**src/rtl/pu_seq_pkg.sv**
```systemverilog
`timescale 1ns/1ps
// Package: shared sizes and the captured configuration record for the
// pack/unpack offset sequencer. Assumes SUBVL_MAX is a power of two.
package pu_seq_pkg;
    localparam int unsigned VL_MAX    = 64;
    localparam int unsigned SUBVL_MAX = 4;
    localparam int unsigned VL_W      = $clog2(VL_MAX + 1);
    localparam int unsigned SL_W      = $clog2(SUBVL_MAX);
    localparam int unsigned OFF_W     = $clog2(VL_MAX * SUBVL_MAX);
    localparam int unsigned CNT_W     = OFF_W + 1;
    localparam int unsigned N_WALK    = 2;

    typedef struct packed {
        logic            pack;
        logic            unpack;
        logic [VL_W-1:0] vl;
        logic [SL_W-1:0] sl_m1;
    } seq_cfg_t;
endpackage

```
**src/rtl/pu_walker.sv**
```systemverilog
`timescale 1ns/1ps
// Module: pu_walker
// Produces one element offset per step, walking i (outer) and j (inner).
// Plain order emits i*SUBVL+j, and transposed order emits i+VL*j. Both are
// built incrementally, so no multiplier is needed.
// Assumes: load_i and step_i are never high together, and vl_i, sl_m1_i and
// trans_i stay fixed between a load and the end of the sequence.
module pu_walker
    import pu_seq_pkg::*;
(
    input  logic             clk,
    input  logic             rst_n,
    input  logic             load_i,
    input  logic             step_i,
    input  logic             trans_i,
    input  logic [VL_W-1:0]  vl_i,
    input  logic [SL_W-1:0]  sl_m1_i,
    output logic [OFF_W-1:0] off_o
);
    logic [VL_W-1:0]  i_q;
    logic [SL_W-1:0]  j_q;
    logic [OFF_W-1:0] off_q;
    logic             j_wrap;

    // Purpose: the inner index has reached the last subvector component.
    assign j_wrap = (j_q == sl_m1_i);

    // Purpose: advance the indices and the running offset by one step.
    always_ff @(posedge clk) begin
        if (!rst_n) begin
            i_q   <= '0;
            j_q   <= '0;
            off_q <= '0;
        end else if (load_i) begin
            i_q   <= '0;
            j_q   <= '0;
            off_q <= '0;
        end else if (step_i) begin
            if (j_wrap) begin
                j_q   <= '0;
                i_q   <= i_q + VL_W'(1);
                off_q <= trans_i ? (OFF_W'(i_q) + OFF_W'(1)) : (off_q + OFF_W'(1));
            end else begin
                j_q   <= j_q + SL_W'(1);
                off_q <= trans_i ? (off_q + OFF_W'(vl_i)) : (off_q + OFF_W'(1));
            end
        end
    end

    assign off_o = off_q;

    // in plain order every step moves the offset by exactly one
    a_r2_plain_step: assert property (@(posedge clk) disable iff (!rst_n)
        (step_i && !trans_i) |=> (off_o == $past(off_o) + OFF_W'(1)));

    // in transposed order a step inside a subvector jumps by VL
    a_r3_trans_stride: assert property (@(posedge clk) disable iff (!rst_n)
        (step_i && trans_i && !j_wrap) |=> (off_o == $past(off_o) + OFF_W'($past(vl_i))));

    // a load restarts the walk at offset zero
    a_r12_load_zero: assert property (@(posedge clk) disable iff (!rst_n)
        load_i |=> (off_o == '0));
endmodule

```
**src/rtl/pu_seq_ctrl.sv**
```systemverilog
`timescale 1ns/1ps
// Module: pu_seq_ctrl
// Accepts a start when idle and holds the configuration. It counts accepted
// pairs against VL*SUBVL and drives valid, step, load and done.
// Assumes: ready_i may change freely; a start while busy is dropped.
module pu_seq_ctrl
    import pu_seq_pkg::*;
(
    input  logic     clk,
    input  logic     rst_n,
    input  logic     start_i,
    input  seq_cfg_t cfg_i,
    input  logic     ready_i,
    output seq_cfg_t cfg_o,
    output logic     load_o,
    output logic     step_o,
    output logic     valid_o,
    output logic     done_o
);
    seq_cfg_t         cfg_q;
    logic             busy_q;
    logic             empty_q;
    logic [CNT_W-1:0] cnt_q;
    logic [CNT_W-1:0] last_q;
    logic [CNT_W-1:0] total;
    logic             accept;
    logic             at_last;

    // Purpose: a start is taken only when no sequence is running.
    assign accept = start_i && !busy_q;

    // Purpose: number of pairs the requested sequence will produce.
    assign total = CNT_W'(cfg_i.vl) * (CNT_W'(cfg_i.sl_m1) + CNT_W'(1));

    // Purpose: the pair on the outputs is the final one.
    assign at_last = (cnt_q == last_q);

    // Purpose: capture the configuration and track the progress of the sequence.
    always_ff @(posedge clk) begin
        if (!rst_n) begin
            cfg_q   <= '0;
            busy_q  <= 1'b0;
            empty_q <= 1'b0;
            cnt_q   <= '0;
            last_q  <= '0;
        end else begin
            empty_q <= accept && (cfg_i.vl == '0);
            if (accept) begin
                cfg_q  <= cfg_i;
                cnt_q  <= '0;
                last_q <= total - CNT_W'(1);
                busy_q <= (cfg_i.vl != '0);
            end else if (step_o) begin
                cnt_q <= cnt_q + CNT_W'(1);
                if (at_last) begin
                    busy_q <= 1'b0;
                end
            end
        end
    end

    assign cfg_o   = cfg_q;
    assign load_o  = accept;
    assign valid_o = busy_q;
    assign step_o  = busy_q && ready_i;
    assign done_o  = (step_o && at_last) || empty_q;

    // the pair counter never passes the last index of the sequence
    a_r6_cnt_bound: assert property (@(posedge clk) disable iff (!rst_n)
        busy_q |-> (cnt_q <= last_q));

    // once the final pair completes, valid drops on the next cycle
    a_r7_done_ends: assert property (@(posedge clk) disable iff (!rst_n)
        (valid_o && done_o) |=> !valid_o);

    // an empty sequence yields done without a valid pair
    a_r8_empty_done: assert property (@(posedge clk) disable iff (!rst_n)
        (accept && (cfg_i.vl == '0)) |=> (done_o && !valid_o));

    // the configuration in use holds while a sequence runs
    a_r10_cfg_hold: assert property (@(posedge clk) disable iff (!rst_n)
        (valid_o && !(done_o)) |=> $stable(cfg_q));
endmodule

```
**src/rtl/pu_offset_seq.sv**
```systemverilog
`timescale 1ns/1ps
// Module: pu_offset_seq (top)
// Pack/unpack element offset sequencer. One controller and two lock-step
// walkers; walker 0 drives the source offset (transposed when pack is set)
// and walker 1 drives the destination offset (transposed when unpack is set).
// Assumes: subvl_m1_i encodes subvector length minus one.
module pu_offset_seq
    import pu_seq_pkg::*;
(
    input  logic             clk,
    input  logic             rst_n,
    input  logic             start_i,
    input  logic [VL_W-1:0]  vl_i,
    input  logic [SL_W-1:0]  subvl_m1_i,
    input  logic             pack_en_i,
    input  logic             unpack_en_i,
    input  logic             ready_i,
    output logic             valid_o,
    output logic [OFF_W-1:0] src_off_o,
    output logic [OFF_W-1:0] dst_off_o,
    output logic             done_o
);
    seq_cfg_t                      cfg_in;
    seq_cfg_t                      cfg_q;
    logic                          load;
    logic                          step;
    logic [N_WALK-1:0][OFF_W-1:0]  offs;
    logic [N_WALK-1:0]             trans;

    // Purpose: gather the start-time configuration.
    assign cfg_in = '{pack: pack_en_i, unpack: unpack_en_i, vl: vl_i, sl_m1: subvl_m1_i};

    pu_seq_ctrl u_ctrl (
        .clk     (clk),
        .rst_n   (rst_n),
        .start_i (start_i),
        .cfg_i   (cfg_in),
        .ready_i (ready_i),
        .cfg_o   (cfg_q),
        .load_o  (load),
        .step_o  (step),
        .valid_o (valid_o),
        .done_o  (done_o)
    );

    // Purpose: one walker per side, each picking its own order bit.
    for (genvar w = 0; w < N_WALK; w++) begin : g_walk
        assign trans[w] = (w == 0) ? cfg_q.pack : cfg_q.unpack;
        pu_walker u_walker (
            .clk     (clk),
            .rst_n   (rst_n),
            .load_i  (load),
            .step_i  (step),
            .trans_i (trans[w]),
            .vl_i    (cfg_q.vl),
            .sl_m1_i (cfg_q.sl_m1),
            .off_o   (offs[w])
        );
    end

    assign src_off_o = offs[0];
    assign dst_off_o = offs[1];

    // a stalled pair stays on the outputs unchanged
    a_r9_stall_hold: assert property (@(posedge clk) disable iff (!rst_n)
        (valid_o && !ready_i) |=> (valid_o && $stable(src_off_o) && $stable(dst_off_o)));

    // both walkers in the same order give identical offsets
    a_r5_same_order: assert property (@(posedge clk) disable iff (!rst_n)
        (valid_o && (cfg_q.pack == cfg_q.unpack)) |-> (src_off_o == dst_off_o));

    // no pair and no done straight after reset
    a_r1_reset_quiet: assert property (@(posedge clk)
        !rst_n |=> (!valid_o && !done_o));
endmodule

```
**config.mk**
```make
export PLATFORM = sky130hd
export DESIGN_NAME = pu_offset_seq
export DESIGN_NICKNAME = d
export VERILOG_FILES = /design/src/rtl/pu_seq_pkg.sv /design/src/rtl/pu_walker.sv /design/src/rtl/pu_seq_ctrl.sv /design/src/rtl/pu_offset_seq.sv
export SDC_FILE = /design/constraint.sdc
export NUM_CORES = 1
export LEC_CHECK = 0
export ABC_AREA = 1
export BUFFER_PORTS_ARGS = -buffer_cell sky130_fd_sc_hd__buf_2
export CAP_MARGIN = 5
export CORE_ASPECT_RATIO = 2
export CORE_MARGIN = 1
export CORE_UTILIZATION = 35
export DETAILED_ROUTE_END_ITERATION = 10
export GPL_TIMING_DRIVEN = 0
export SETUP_SLACK_MARGIN = 0.5
export SLEW_MARGIN = 0
export SYNTH_ARGS = -nofsm -noshare
export SYNTH_HDL_FRONTEND = slang
export SYNTH_HIERARCHICAL = 1
export SYNTH_SLANG_ARGS = --single-unit
```
**constraint.sdc**
```tcl
create_clock -name clk -period 3.21 [get_ports clk]
set_input_delay 0.321 -clock clk [delete_from_list [all_inputs] [get_ports clk]]
set_output_delay 0.321 -clock clk [all_outputs]
set_load 0.005 [all_outputs]
```
---- Word-level counts from Yosys, hierarchy flattened ----
Cells that the tools add are included.
word-level totals
  output and inout bits ................... 18
  register bits ........................... 65
operators by class
  mux-type cells .......................... 11
  reductions and logical operators ........ 14
  equal/unequal tests ..................... 3
  $add $sub $neg .......................... 13
  $mul .................................... 1
  bitwise gates (word level) .............. 1
operator list
  kind                                              number
  two-way mux 8 bit                                 6
  adder 7 x 1 -> 8 bit, second input constant       2
  adder 8 x 1 -> 8 bit, second input constant       2
  adder 8 x 7 -> 8 bit                              2
  adder 7 x 1 -> 7 bit, second input constant       2
  adder 9 x 1 -> 9 bit, second input constant       1
  equality test 9 bit                               1
  multiplier 7 x 9 -> 9 bit                         1
  subtractor 9 x 1 -> 9 bit, second input constant  1
  logical NOT 7 bit                                 1
  nonzero test 7 bit                                1
  AND reduction 2 bit                               3
  adder 2 x 1 -> 2 bit, second input constant       2
  equality test 2 bit                               2
  logical AND 1 bit                                 4
  two-way mux 2 bit                                 2
  nonzero test 2 bit                                2
  adder 2 x 1 -> 3 bit, second input constant       1
  two-way mux 1 bit                                 3
  OR reduction 2 bit                                1
  logical NOT 1 bit                                 1
  logical OR 1 bit                                  1
  NOT 1 bit                                         1

---- Depth between registers and ports, before layout ----
  depth in word-level cells ............... 4
  gate-level depth with buffers ........... 14
  mapped depth without buffers ............ 13

---- Hierarchy ----
The synthesis kept the hierarchy.
by module, submodules not included
  module                          area each (um^2)  cells an instance  instances
  pu_seq_ctrl                     2072.0            310                1
  pu_walker (g_walk[1].u_walker)  1416.4            233                1
  pu_walker (g_walk[0].u_walker)  1413.9            233                1

---- Least setup slack after synthesis ----
Ideal clock, no wire load.
  path kind ............................... input -> register
  start ................................... input subvl_m1_i[0]
  end ..................................... register u_ctrl.last_q[4]
  path slack .............................. 0.622 ns
  cell stages on the path ................. 10
  arrival time ............................ 2.467 ns
  cell sequence ........................... ha_1 nand2_1 ha_1 fa_1 inv_1 ha_1 or2_1 and2_1 nor2_1 o22ai_1
on the way
  longest elaborated chain between the ends .. 3
ends and longest elaborated chain
  item                       line                 text
  start: declaration         pu_offset_seq.sv:14  input logic [SL_W-1:0] subvl_m1_i,
  adder 2 x 1 -> 3 bit       pu_seq_ctrl.sv:33    assign total = CNT_W'(cfg_i.vl) * (CNT_W'(cfg_i.sl_m1) + CNT_W'(1));
  multiplier 7 x 9 -> 9 bit  pu_seq_ctrl.sv:33
  subtractor 9 x 1 -> 9 bit  pu_seq_ctrl.sv:51    last_q <= total - CNT_W'(1);
  end signal: assignment     pu_seq_ctrl.sv:51
  end: declaration           pu_seq_ctrl.sv:24    logic [CNT_W-1:0] last_q;
Every way passes these cells.
A chain may end at the register's enable or synchronous reset.

---- Worst setup path in the final report ----
Ends and elaborated chain as after synthesis.

==> impl_metrics.py <==
metrics = {
    "run_status": {
        "status": "completed",
    },
    "die": {
        "die_x_um": 85.7,
        "coreArea_um2": 13600,
        "die_h_um": 169,
        "io_pins": 33,
        "die_area_um2": 14500,
        "row_count": 60,
        "initial_utilization": 0.361,
    },
    "detailed_routing": {
        "wire_per_inst_um": 12.7,
        "drc": 0,
        "num_vias": 4838,
        "wl_um": 12800,
        "dr.pass1.iters": 5,
        "vias_per_cell": 4.80,
        "drtIter0Drc": 238,
        "ant_nets": 0,
    },
    "synth": {
        "syn-cell-area_um2": 4900,
        "ys_seq_elements": 65,
        "synth_top_area_cell": "dfxtp_1",
        "synth_most_common_cell": "nand2_1",
        "synth_common_cells": "227 x nand2_1, 125 x inv_1, 69 x nor2_1, 65 x dfxtp_1, 59 x nand3_1",
        "synth.distinct_cells": 38,
        "synth_top_cell_area_share": 0.265,
        "async_flop_share": 0,
        "synth-edff-count": 0,
        "synthTopCellsByArea": "dfxtp_1 27%, nand2_1 17%, inv_1 9.6%, ha_1 8.9%, nand3_1 6.0%",
        "syn_inst": 776,
        "seq_area_frac_synth": 0.265,
        "avgSynthCellArea_um2": 6.32,
        "ys.flop_type": "dfxtp_1",
        "synth-warning-count": 6,
        "synth_nets": 834,
    },
    "worst_setup_path": {
        "required_ns": 3.43,
        "criticalPathCategory": "in -> reg",
        "crit_arrival_ns": 2.77,
        "path_max_fanout": 7,
        "critPathLaunchType": "input pin",
        "endpoint_kind": "register",
    },
    "place": {
        "post-dp-hpwl_um": 10400,
        "port_buffers": 32,
        "place_area_um2": 5300,
        "gp_congestion": 0.829,
    },
    "timing": {
        "hold_viol_final": 0,
        "fin_crit_sh": 0.793,
        "finalSetupViolations": 0,
        "tightestPinTransition_ns": 0.482,
        "min_period_ns": 2.55,
        "drv_slew": 0,
        "fmax_mhz": 393,
        "final.setup.tns_ns": 0,
        "grt_setup_unrepaired": "no",
        "finClkSkew_ns": 0.0111,
        "relSlewSlack": 0.679,
        "whs_ns": 0.208,
    },
    "clock_tree": {
        "htree_levels": 3,
        "clockRootBuffer": "clkbuf_16",
        "cts_sinks": 65,
        "cts_tree": "built",
        "cts_buffers": 9,
        "cts_setup_buffers": 0,
        "clkLatencyLatePin_ns": 0.34,
        "clk_path_buf_depth": 2,
        "clkTransAtPathRegs_ns": 0.05,
    },
    "final_layout": {
        "n_antenna_cell": 0,
        "layout-drive-gt1-share": 0.120,
        "fin_nets": 877,
        "fin_util": 0.410,
        "design_area_um2": 5580,
        "syn2layout_area_growth_pct": 13.7,
    },
    "worst_hold_path": {
        "hold_class": "in -> reg",
    },
    "global_route": {
        "grt_max_degree": 12,
        "overflow": 0,
        "grtUsageTotal": 0.192,
        "grt_antenna_before_repair": 0,
        "grt_pass1_wl_um": 21600,
        "grt_pass1_vias": 4760,
    },
    "pwr": {
        "powerDensity_nw_per_um2": 435,
        "fin_total_pwr_mw": 2.43,
        "p_leak_nw": 2.69,
        "vdd_drop_max_mv": 0.310,
    },
    "flow_run": {
        "drv_cap": 0,
    },
}
==> metrics by stage <==
| stage | std cells | setup WS [ns] |
|---|---|---|
| final | 1008 | 0.664 |
| after global routing | 1008 | 0.502 |
| after CTS | 1008 | 0.623 |
| after detailed placement | 994 | 0.281 |
| after global placement | 994 | 0.299 |
| after floorplan | 776 | 0.622 |
==> state kept, by name, indices dropped and copies added (netlist names) <==
signal / flops
u_ctrl/last_q: 9
u_ctrl/valid_o: 1
g_walk.u_walker/off_o: 16
g_walk.u_walker/j_q: 4
u_ctrl/cfg_o: 11
u_ctrl/empty_q: 1
g_walk.u_walker/i_q: 14
u_ctrl/cnt_q: 9
==> repair_timing <==
| action | CTS | global route |
|---|---|---|
| endpoints found under the hold margin | 0 | 0 |
| hold buffers | 0 | 0 |
| gates resized for setup | 0 | 4 |
| setup endpoints to repair | 0 | 2 |
==> power breakdown <==
group	total (mW)	switching, mW	internal, mW	leakage, nW
sequential	0.916	0.0559	0.860	0.529
clock	0.901	0.349	0.552	0.133
combinational	0.611	0.382	0.229	2.03
==> critical path, cell delays in order <==
cell	delay, ns
buf_2	0.14
ha_2	0.40
nand2_1	0.08
ha_1	0.31
fa_1	0.54
inv_1	0.04
ha_1	0.32
or2_1	0.27
and2_1	0.18
nor2_1	0.09
o22ai_1	0.08
==> cells by family (layout without fill, tap and decap cells) <==
family,after synthesis,in the layout,share of synthesized area
adders and majority gates,43,43,0.122
buffers and inverters,145,191,0.113
xor gates and xnor gates,8,8,0.0143
and+or+nand+nor,402,402,0.355
AOI/OAI and AO/OA,113,113,0.130
DFF,65,65,0.265
==> cell type report <==
cell class              instances  area [um2]
inverters                     134         503
fillers                      1486        8010
multi-input cells             566        3050
repair buffers                 32         160
clock inverters                 3        17.5
well taps                     186         233
flip-flops and latches         65        1300
clock buffers                  11         253
plain buffers                  11        55.1
==> layout by cell type, fill, tap and decap left out, types with 3 or more instances in the layout <==
cell       count
nand4_1        7
o21ai_0       28
buf_2         36
fa_1           8
xnor2_1        4
nor3_1         4
a31oi_1        4
a21oi_2        4
nand3_1       59
nand3b_1       4
nand2_2        9
nand2_1      227
inv_2          9
clkbuf_16      9
xor2_1         4
ha_2           3
o21bai_1       6
o21ai_1       19
dfxtp_1       65
nor2_1        69
o22ai_1        6
a21oi_1       37
nor2_2        13
ha_1          32
a22o_1         4
inv_1        125
==> routing by layer <==
metal  vias to the layer above  wire (um)  global-route usage
li1                       2549          -                   -
met1                      2172       4680               0.176
met2                        86       7160               0.383
met3                        31        368              0.0340
met4                         0        557               0.104
met5                         -          0                   0
==> path summary, 6_finish.rpt <==
check                                      startpoint                                  endpoint  slack (ns)  cells after the start
max                                     subvl_m1_i[0]             u_ctrl/last_q[4]$_SDFFE_PN0P_        0.66                     11
min                                       unpack_en_i              u_ctrl/cfg_o[9]$_SDFFE_PN0P_        0.21                      2
max reg2reg  g_walk[1].u_walker/off_o[0]$_SDFFE_PP0P_  g_walk[1].u_walker/off_o[4]$_SDFFE_PP0P_        1.40                      8
min reg2reg             u_ctrl/last_q[7]$_SDFFE_PN0P_             u_ctrl/last_q[7]$_SDFFE_PN0P_        0.46                      2
Note: power is estimated with default switching activity, not from simulation.
